**src/rtl/trigdec_pkg.sv**
```systemverilog
// Package: shared constants for the serial command word decoder.
// Assumes a word width of at least 3 bits: one opening bit plus a payload
// of two or more bits.
package trigdec_pkg;

    // Total bits in a command word, opening bit included.
    localparam int CODE_W = 3;

    // Payload bits that follow the opening bit.
    localparam int PAY_W = CODE_W - 1;

    // One command per payload value.
    localparam int NUM_CMDS = 1 << PAY_W;

    // Index of each command, equal to its payload value.
    localparam int CMD_TRIG   = 0;
    localparam int CMD_RESYNC = 1;
    localparam int CMD_CALIB  = 2;
    localparam int CMD_BC0    = 3;

    // Strobes whose inactive level is 1 (only resynchronise).
    localparam logic [NUM_CMDS-1:0] LOW_ACTIVE = NUM_CMDS'(1 << CMD_RESYNC);

    // Capture FSM states.
    typedef enum logic {
        ST_IDLE  = 1'b0,
        ST_SHIFT = 1'b1
    } cap_state_t;

endpackage

```
**src/rtl/trigdec_capture.sv**
```systemverilog
// Module: trigdec_capture
// Watches the serial line for an opening 1 while idle, then shifts in PAY_W
// further bits. In the cycle where the last payload bit is on the line it
// raises word_valid_o, and payload_o shows the full payload (last bit taken
// straight from the line). It then goes back to idle at that same edge.
// Assumes PAY_W >= 2 and a synchronous active-low reset.
module trigdec_capture
    import trigdec_pkg::*;
#(
    parameter int PAY_W = 2
) (
    input  logic             clk,
    input  logic             rst_n,
    input  logic             line_i,
    output logic             word_valid_o,
    output logic [PAY_W-1:0] payload_o
);

    localparam int CNT_W = (PAY_W > 2) ? $clog2(PAY_W) : 1;
    localparam logic [CNT_W-1:0] LAST_CNT = CNT_W'(PAY_W - 1);

    cap_state_t       state_q;
    logic [CNT_W-1:0] cnt_q;
    logic [PAY_W-1:0] shreg_q;
    logic             last_bit;

    // Purpose: flag the cycle in which the final payload bit is on the line.
    always_comb begin
        last_bit = (state_q == ST_SHIFT) && (cnt_q == LAST_CNT);
    end

    // Purpose: sequence idle/shift and count payload bits.
    always_ff @(posedge clk) begin
        if (!rst_n) begin
            state_q <= ST_IDLE;
            cnt_q   <= '0;
        end else begin
            case (state_q)
                ST_IDLE: begin
                    cnt_q <= '0;
                    if (line_i) begin
                        state_q <= ST_SHIFT;
                    end
                end
                ST_SHIFT: begin
                    if (last_bit) begin
                        state_q <= ST_IDLE;
                        cnt_q   <= '0;
                    end else begin
                        cnt_q <= cnt_q + 1'b1;
                    end
                end
                default: begin
                    state_q <= ST_IDLE;
                    cnt_q   <= '0;
                end
            endcase
        end
    end

    // Purpose: shift payload bits in MSB first while a word is open.
    always_ff @(posedge clk) begin
        if (!rst_n) begin
            shreg_q <= '0;
        end else if (state_q == ST_SHIFT) begin
            shreg_q <= {shreg_q[PAY_W-2:0], line_i};
        end else begin
            shreg_q <= '0;
        end
    end

    // Purpose: present the completed payload with the live final bit.
    always_comb begin
        word_valid_o = last_bit;
        payload_o    = {shreg_q[PAY_W-2:0], line_i};
    end

endmodule

```
**src/rtl/trigdec_decode.sv**
```systemverilog
// Module: trigdec_decode
// Turns a valid payload into a one-hot command vector, with one bit per
// possible payload value. Purely combinational.
// Assumes NUM_CMDS equals 2**PAY_W.
module trigdec_decode #(
    parameter int PAY_W    = 2,
    parameter int NUM_CMDS = 1 << PAY_W
) (
    input  logic                valid_i,
    input  logic [PAY_W-1:0]    payload_i,
    output logic [NUM_CMDS-1:0] hit_o
);

    // Purpose: one comparator per command value.
    for (genvar i = 0; i < NUM_CMDS; i++) begin : g_cmp
        always_comb begin
            hit_o[i] = valid_i && (payload_i == PAY_W'(i));
        end
    end

endmodule

```
**src/rtl/trigdec_strobe.sv**
```systemverilog
// Module: trigdec_strobe
// Registers the command vector into the output strobes. Each bit's
// polarity comes from ACTIVE_LOW, and the inactive level is also the
// reset level. A strobe lasts one cycle because its input is a one-cycle
// hit. Assumes a synchronous active-low reset.
module trigdec_strobe #(
    parameter int                   NUM_CMDS   = 4,
    parameter logic [NUM_CMDS-1:0]  ACTIVE_LOW = '0
) (
    input  logic                clk,
    input  logic                rst_n,
    input  logic [NUM_CMDS-1:0] hit_i,
    output logic [NUM_CMDS-1:0] strobe_o
);

    for (genvar i = 0; i < NUM_CMDS; i++) begin : g_out
        // Purpose: register one strobe at its chosen polarity.
        always_ff @(posedge clk) begin
            if (!rst_n) begin
                strobe_o[i] <= ACTIVE_LOW[i];
            end else begin
                strobe_o[i] <= hit_i[i] ^ ACTIVE_LOW[i];
            end
        end
    end

endmodule

```
**src/rtl/serial_trig_decoder.sv**
```systemverilog
// Module: serial_trig_decoder (top)
// Decodes self-starting 3-bit serial command words into four one-cycle
// strobes: trigger, resynchronise (active low), calibration pulse and
// bunch-counter-zero. The strobe appears in the cycle after the word's
// last bit is sampled. Assumes the line is synchronous to clk.
module serial_trig_decoder
    import trigdec_pkg::*;
(
    input  logic clk,
    input  logic rst_n,
    input  logic cmd_line,
    output logic trig_o,
    output logic resync_n_o,
    output logic calib_o,
    output logic bc0_o
);

    logic                word_valid;
    logic [PAY_W-1:0]    payload;
    logic [NUM_CMDS-1:0] hit;
    logic [NUM_CMDS-1:0] strobe;

    trigdec_capture #(
        .PAY_W (PAY_W)
    ) u_capture (
        .clk          (clk),
        .rst_n        (rst_n),
        .line_i       (cmd_line),
        .word_valid_o (word_valid),
        .payload_o    (payload)
    );

    trigdec_decode #(
        .PAY_W    (PAY_W),
        .NUM_CMDS (NUM_CMDS)
    ) u_decode (
        .valid_i   (word_valid),
        .payload_i (payload),
        .hit_o     (hit)
    );

    trigdec_strobe #(
        .NUM_CMDS   (NUM_CMDS),
        .ACTIVE_LOW (LOW_ACTIVE)
    ) u_strobe (
        .clk      (clk),
        .rst_n    (rst_n),
        .hit_i    (hit),
        .strobe_o (strobe)
    );

    // Purpose: map the strobe vector onto the named outputs.
    always_comb begin
        trig_o     = strobe[CMD_TRIG];
        resync_n_o = strobe[CMD_RESYNC];
        calib_o    = strobe[CMD_CALIB];
        bc0_o      = strobe[CMD_BC0];
    end

endmodule

```
**config.mk**
```make
export PLATFORM = sky130hd
export DESIGN_NAME = serial_trig_decoder
export DESIGN_NICKNAME = d
export VERILOG_FILES = /design/src/rtl/trigdec_pkg.sv /design/src/rtl/trigdec_capture.sv /design/src/rtl/trigdec_decode.sv /design/src/rtl/trigdec_strobe.sv /design/src/rtl/serial_trig_decoder.sv
export SDC_FILE = /design/constraint.sdc
export NUM_CORES = 1
export LEC_CHECK = 0
export CAP_MARGIN = 20
export CELL_PAD_IN_SITES_DETAIL_PLACEMENT = 0
export CELL_PAD_IN_SITES_GLOBAL_PLACEMENT = 1
export CORE_AREA = 2 2 39 41
export DETAILED_ROUTE_END_ITERATION = 12
export DIE_AREA = 0 0 41 43
export PLACE_DENSITY_LB_ADDON = 0.1
export SYNTH_ARGS = -nofsm -noshare
export SYNTH_HDL_FRONTEND = slang
export SYNTH_SLANG_ARGS = --single-unit
```
**constraint.sdc**
```tcl
create_clock -name clk -period 2.3 [get_ports clk]
set_input_delay 0.23 -clock clk [delete_from_list [all_inputs] [get_ports clk]]
set_output_delay 0.23 -clock clk [all_outputs]
set_load 0.03 [all_outputs]
```
# ---- Word-level counts from Yosys, hierarchy flattened
# Cells that the tools add are included.
dict set report totals {
  regBits 7
  latchBits 0
  ramBits 0
  mem_bits_ro 0
  input_bits 3
  out_inout_bits 4
  word_cells 25
  mem_count 0
}
dict set report op_classes {
  add_sub_neg 1
  n_mul 0
  div_mod_pow 0
  n_lt_le_gt_ge 0
  n_eq_ne 3
  n_shift 0
  mux 5
  bitwise 2
  reduce_logical 7
}
# cell count
set ops {}
lappend ops {{1-bit logical AND} 5}
lappend ops {{2-bit == test, second input constant} 2}
lappend ops {{1-bit case mux with 2 select lines} 2}
lappend ops {{1-bit 2-to-1 mux} 3}
lappend ops {{2-bit by 1-bit == test with 1-bit output, second input constant} 1}
lappend ops {{2-bit logical NOT} 1}
lappend ops {{1-bit inverter} 2}
lappend ops {{2-bit AND reduction} 1}
lappend ops {{1-bit adder, second input constant} 1}

# ---- Longest topological paths before layout
dict set report logic_depth {
  ltp_word 3
  ltp_mapped 2
  mapped_depth_nobuf 2
}

# ---- Cells and area by module
# Synthesis repeated with hierarchy kept, for this count alone.
dict set report hier_totals {
  cells_unflattened 23
  area_unflattened_um2 261.5
}
# module instances cells_per_inst area_per_inst_um2 seq_area_each_um2
set by_module_without_submodules {}
lappend by_module_without_submodules {trigdec_capture 1 11 121.4 60.1}
lappend by_module_without_submodules {trigdec_strobe 1 8 102.6 80.1}
lappend by_module_without_submodules {trigdec_decode 1 4 37.5 0.0}

# ---- Least setup slack after synthesis
# OpenSTA, ideal clock, no wires.
dict set report synth_timing {
  path_kind {flip-flop to flip-flop}
  startpoint {register u_capture.state_q}
  endpoint {register u_strobe.strobe_o[3]}
  setup_time_ns 0.116
  arrival_ns 0.618
  required_time_ns 2.184
  path_slack_ns 1.567
  path_stages_with_launch 3
  path_buffers 0
  synth_period_minus_slack_ns 0.733
  cell_sequence {dfxtp_1 -> and3_4 -> and3_1}
}
dict set report synth_between {
  elab_chain_len 2
}
# element line
set synth_lines {}
lappend synth_lines {{start, declared} trigdec_capture.sv:22} ;# cap_state_t state_q;
lappend synth_lines {{start signal, assigned} trigdec_capture.sv:35} ;# state_q <= ST_IDLE;
lappend synth_lines {{start signal, assigned} trigdec_capture.sv:42} ;# state_q <= ST_SHIFT;
lappend synth_lines {{start signal, assigned} trigdec_capture.sv:47} ;# state_q <= ST_IDLE;
lappend synth_lines {{1-bit logical AND} trigdec_capture.sv:29} ;# last_bit = (state_q == ST_SHIFT) && (cnt_q == LAST_CNT);
lappend synth_lines {{1-bit logical AND} trigdec_decode.sv:17} ;# hit_o[i] = valid_i && (payload_i == PAY_W'(i));
lappend synth_lines {{end signal, assigned by index} trigdec_strobe.sv:20} ;# strobe_o[i] <= ACTIVE_LOW[i];
lappend synth_lines {{end signal, assigned by index} trigdec_strobe.sv:22} ;# strobe_o[i] <= hit_i[i] ^ ACTIVE_LOW[i];
lappend synth_lines {{end, declared} trigdec_strobe.sv:13} ;# output logic [NUM_CMDS-1:0] strobe_o
# Every way passes these cells.
# A chain may end at the register's enable or synchronous reset.

# ---- Final worst setup path
dict set report layout_timing {
  startpoint {register u_strobe.strobe_o[1]}
  endpoint {output port resync_n_o}
}
# element line
set layout_lines {}
lappend layout_lines {{end, declared} serial_trig_decoder.sv:13} ;# output logic resync_n_o,
# No word-level cell between the ends.

==> results.txt <==
- Sequential cell fraction of total power: 51.8%
- After the last flow step, the layout net total stands at 32.
- Number of setup buffers added after CTS: 0
- Buffers placed on the I/O ports in this run total 6.
- For this block, the initial DRC count from the detailed router was 0.
- The startpoint identified for the worst register-to-register timing path is u_capture.state_q$_SDFF_PN0_.
- Of the total power, the share spent switching nets is 19.5%.
- Summed over all layers, the global routing overflow is 0.
- Worst Path Class, Setup: reg -> out
* Reg clk slew, reported paths: 50 ps
- Clock tree sinks: 7
- Clock Tree Buf Depth: 2
* I/O Pins: 7
* Setup repair after global routing missed its margin: no
- Of the available clock period, the critical path in the final layout requires 62.3%.
- Proportion of power drawn by the clock network: 43.2%
- Syn Inst Count: 18
- Worst Min Path Start: u_capture.cnt_q$_SDFF_PN0_
- Post-cts gate resize count: 0
- For the pin with the worst max-slew slack, the measured transition is 304 ps.
* Startpoint of the worst setup timing path: u_strobe.strobe_o[1]$_SDFF_PN1_
- STA classifies the critical path startpoint as a flip-flop.
- IR analysis of the VDD net gives a maximum drop of 0.000226 V.
- Total Routed Length: 307 um
- Via count: 152
- Average via count per standard cell: 3.45
* Chip height: 43 um
- The largest single stage delay on the critical path is 660 ps.
- Clock root buffer: sky130_fd_sc_hd__clkbuf_4
* Chip width: 41 um
- Wire length of the first global-routing pass: 496 um
- In this run the biggest area consumer among cell types represents 62.6% of the synthesized area.
- Number of CTS-inserted buffers: 3
- FF-to-FF path depth: 2
- Critical path endpoint category: output pin
- Dividing the detail-routed wire length by the instance count gives 6.98 um.
- The tool flagged a number of max-cap violations equal to 0.
* FF/Latch Area: 140 um2
* Worst-path cell chain: clkdlybuf4s50_1
* Filler cells: 144
- Commonest register cell after synthesis: sky130_fd_sc_hd__dfxtp_1
- Leakage power of the design: 0.134 nW
- Combinational power share: 5.0%
* Async set-reset flop share out of synthesis: 0%
- Together, buffers and inverters on the worst path number 1.
- Maximum number of pins on one net before global-route repair: 7
- CP max FO: 1
- Family of cells with the greatest summed delay on the critical path: buffers and inverters
* Count of unique library cells instantiated by Yosys: 12
* First-pass iteration count of the detailed router: 1
- Internal power comes to 0.199 mW.
- For the worst-skew pair, the clock arrives at the later sink with an insertion delay of 240 ps.
* Setup Total Neg Slack: 0 ps
- In the final layout, the share of cells above drive strength 1 is 25.0%.
* Ant diodes: 0
- Critical path data required time: 2070 ps
- Initial cell density of the core: 16.2%
- Along the worst hold path, the cell count comes to 1.
* Synth top area cells: sky130_fd_sc_hd__dfxtp_1 (63%), sky130_fd_sc_hd__nor3b_2 (5.6%), sky130_fd_sc_hd__and3_4 (5.0%)
- Critical Path AT: 1200 ps
* Minimum hold slack: 428 ps
* Proportion of synthesized chip area in sequential cells: 62.6%
- For this run, the number of Yosys warnings is 0.
- The synthesized design contains 7 register bits.
* # rows: 14
- The worst pin sits at a relative slew slack of 79.7%.
* Initial antenna violation count: 0
- Minimum setup slack among reg-to-reg paths: 1520 ps
* Count of final max-slew check failures: 0
- Post-synthesis net count: 21
* Hold_buf cts: 0
- Timing would allow up to 698 MHz.
- Hold crit path type: reg -> reg
* Total standard cell area after synthesis: 224 um2
* Library cell with the highest instance count after synthesis: sky130_fd_sc_hd__dfxtp_1
- Master of the slowest instance on the critical path: sky130_fd_sc_hd__clkdlybuf4s50_1
* Fin crit period: 1430 ps
- Net switching component of the power: 0.0482 mW
* Total Die Area: 0.00176 mm2
- Setup violations remaining at the end of the flow were counted as 0.
* Hold Crit Endpoint: u_capture.cnt_q$_SDFF_PN0_
- Maximum clock skew at final layout: 2.72 ps
* Hold violation total from the final report: 0
* Deepest level of the CTS H-tree: 1
- Endpoint of the worst register-to-register path: u_strobe.strobe_o[0]$_SDFF_PN0_
- Once detail routing completed, the nets flagged for antenna violations numbered 0.
- Cell type contributing the most total cell area after synthesis: sky130_fd_sc_hd__dfxtp_1
- Global routing used 4.92% of the available tracks across all layers.
- Area taken by multi-input logic gates: 83.8 um2
- Count of unresolved DRC violations after routing: 0
* Clock tree from TritonCTS: yes
* Core ar.: 0.00138 mm2
* Layout overhead on the synthesized area: 47.5%
* Status: finished, final reports clean
* Count of flip-flops with a built-in enable after synthesis: 0
* Number of global-route vias before repair: 129
- The congestion estimate from routability-driven global placement came to 0.548.
* Syn avg cell area: 12.4 um2
* Total power divided by cell area: 747 mW/mm2
## area by class of cell
type                       count  share of cell area (%)
multi-input combinational     11                    25.4
sequential                     7                    42.4
tap                           16                    6.06
timing repair buffer           6                    18.2
clock buffer                   4                    7.95
## placed cells by master, fill, tap and decap left out
cell / Yosys / routed
sky130_fd_sc_hd__nand2b_2: 1 / 1
sky130_fd_sc_hd__clkbuf_4: 0 / 3
sky130_fd_sc_hd__and3b_1: 1 / 1
sky130_fd_sc_hd__nand3b_1: 1 / 1
sky130_fd_sc_hd__and3_1: 1 / 1
sky130_fd_sc_hd__and3_2: 1 / 1
sky130_fd_sc_hd__clkbuf_1: 0 / 1
sky130_fd_sc_hd__clkdlybuf4s50_1: 0 / 6
sky130_fd_sc_hd__a21boi_1: 1 / 1
sky130_fd_sc_hd__and3_4: 1 / 1
sky130_fd_sc_hd__nor2_1: 1 / 1
sky130_fd_sc_hd__nand2b_1: 1 / 1
sky130_fd_sc_hd__dfxtp_1: 7 / 7
sky130_fd_sc_hd__nor3b_2: 1 / 1
sky130_fd_sc_hd__nand2_1: 1 / 1
## kinds of logic after synthesis
| kind of cell | after synthesis | share of synthesized area, % |
|---|---|---|
| AOI/OAI and AO/OA | 1 | 3.35 |
| and+or+nand+nor | 10 | 34.1 |
| DFF | 7 | 62.6 |
## layer usage
metal  wire length, um  track usage [%]  vias up
met5                 0                0        -
met3                41             3.14        0
met2               139             5.94        7
met1               126             4.82       63
met4                 0             6.00        0
li1                  -                -       82
## power by group through the flow
stage | clock [mW] | combinational (mW) | sequential [mW]
after detailed placement | 0 | 0.0125 | 0.130
after floorplan | 0 | 0.00558 | 0.130
after CTS | 0.115 | 0.0125 | 0.128
after global routing | 0.121 | 0.0135 | 0.128
after global placement | 0 | 0.0125 | 0.130
final | 0.107 | 0.0123 | 0.128
## registers in the layout, summed over array words and instances (netlist names)
name               count
u_capture.cnt_q        1
u_capture.shreg_q      1
u_capture.state_q      1
u_strobe.strobe_o      4
## per-stage QoR
step           cells  power (mW)  instance area, um2  util (%)  setup WS, ps
3_5_place_dp      40       0.143                 304      22.0          1120
5_1_grt           44       0.263                 330      23.9           818
3_3_place_gp      40       0.143                 304      22.0          1120
4_1_cts           44       0.255                 330      23.9           847
6_report          44       0.247                 330      23.9           868
2_1_floorplan     18       0.136                 224         -          1570
## worst max-delay path by stage
stage / end / depth (start not counted)
after detailed placement: resync_n_o / 1
after floorplan: u_strobe.strobe_o[3]$_SDFF_PN0_ / 2
final: resync_n_o / 1
after global placement: u_strobe.strobe_o[3]$_SDFF_PN0_ / 3
after CTS: trig_o / 1
after global routing: calib_o / 1
Power figures use the tool's default switching activity.
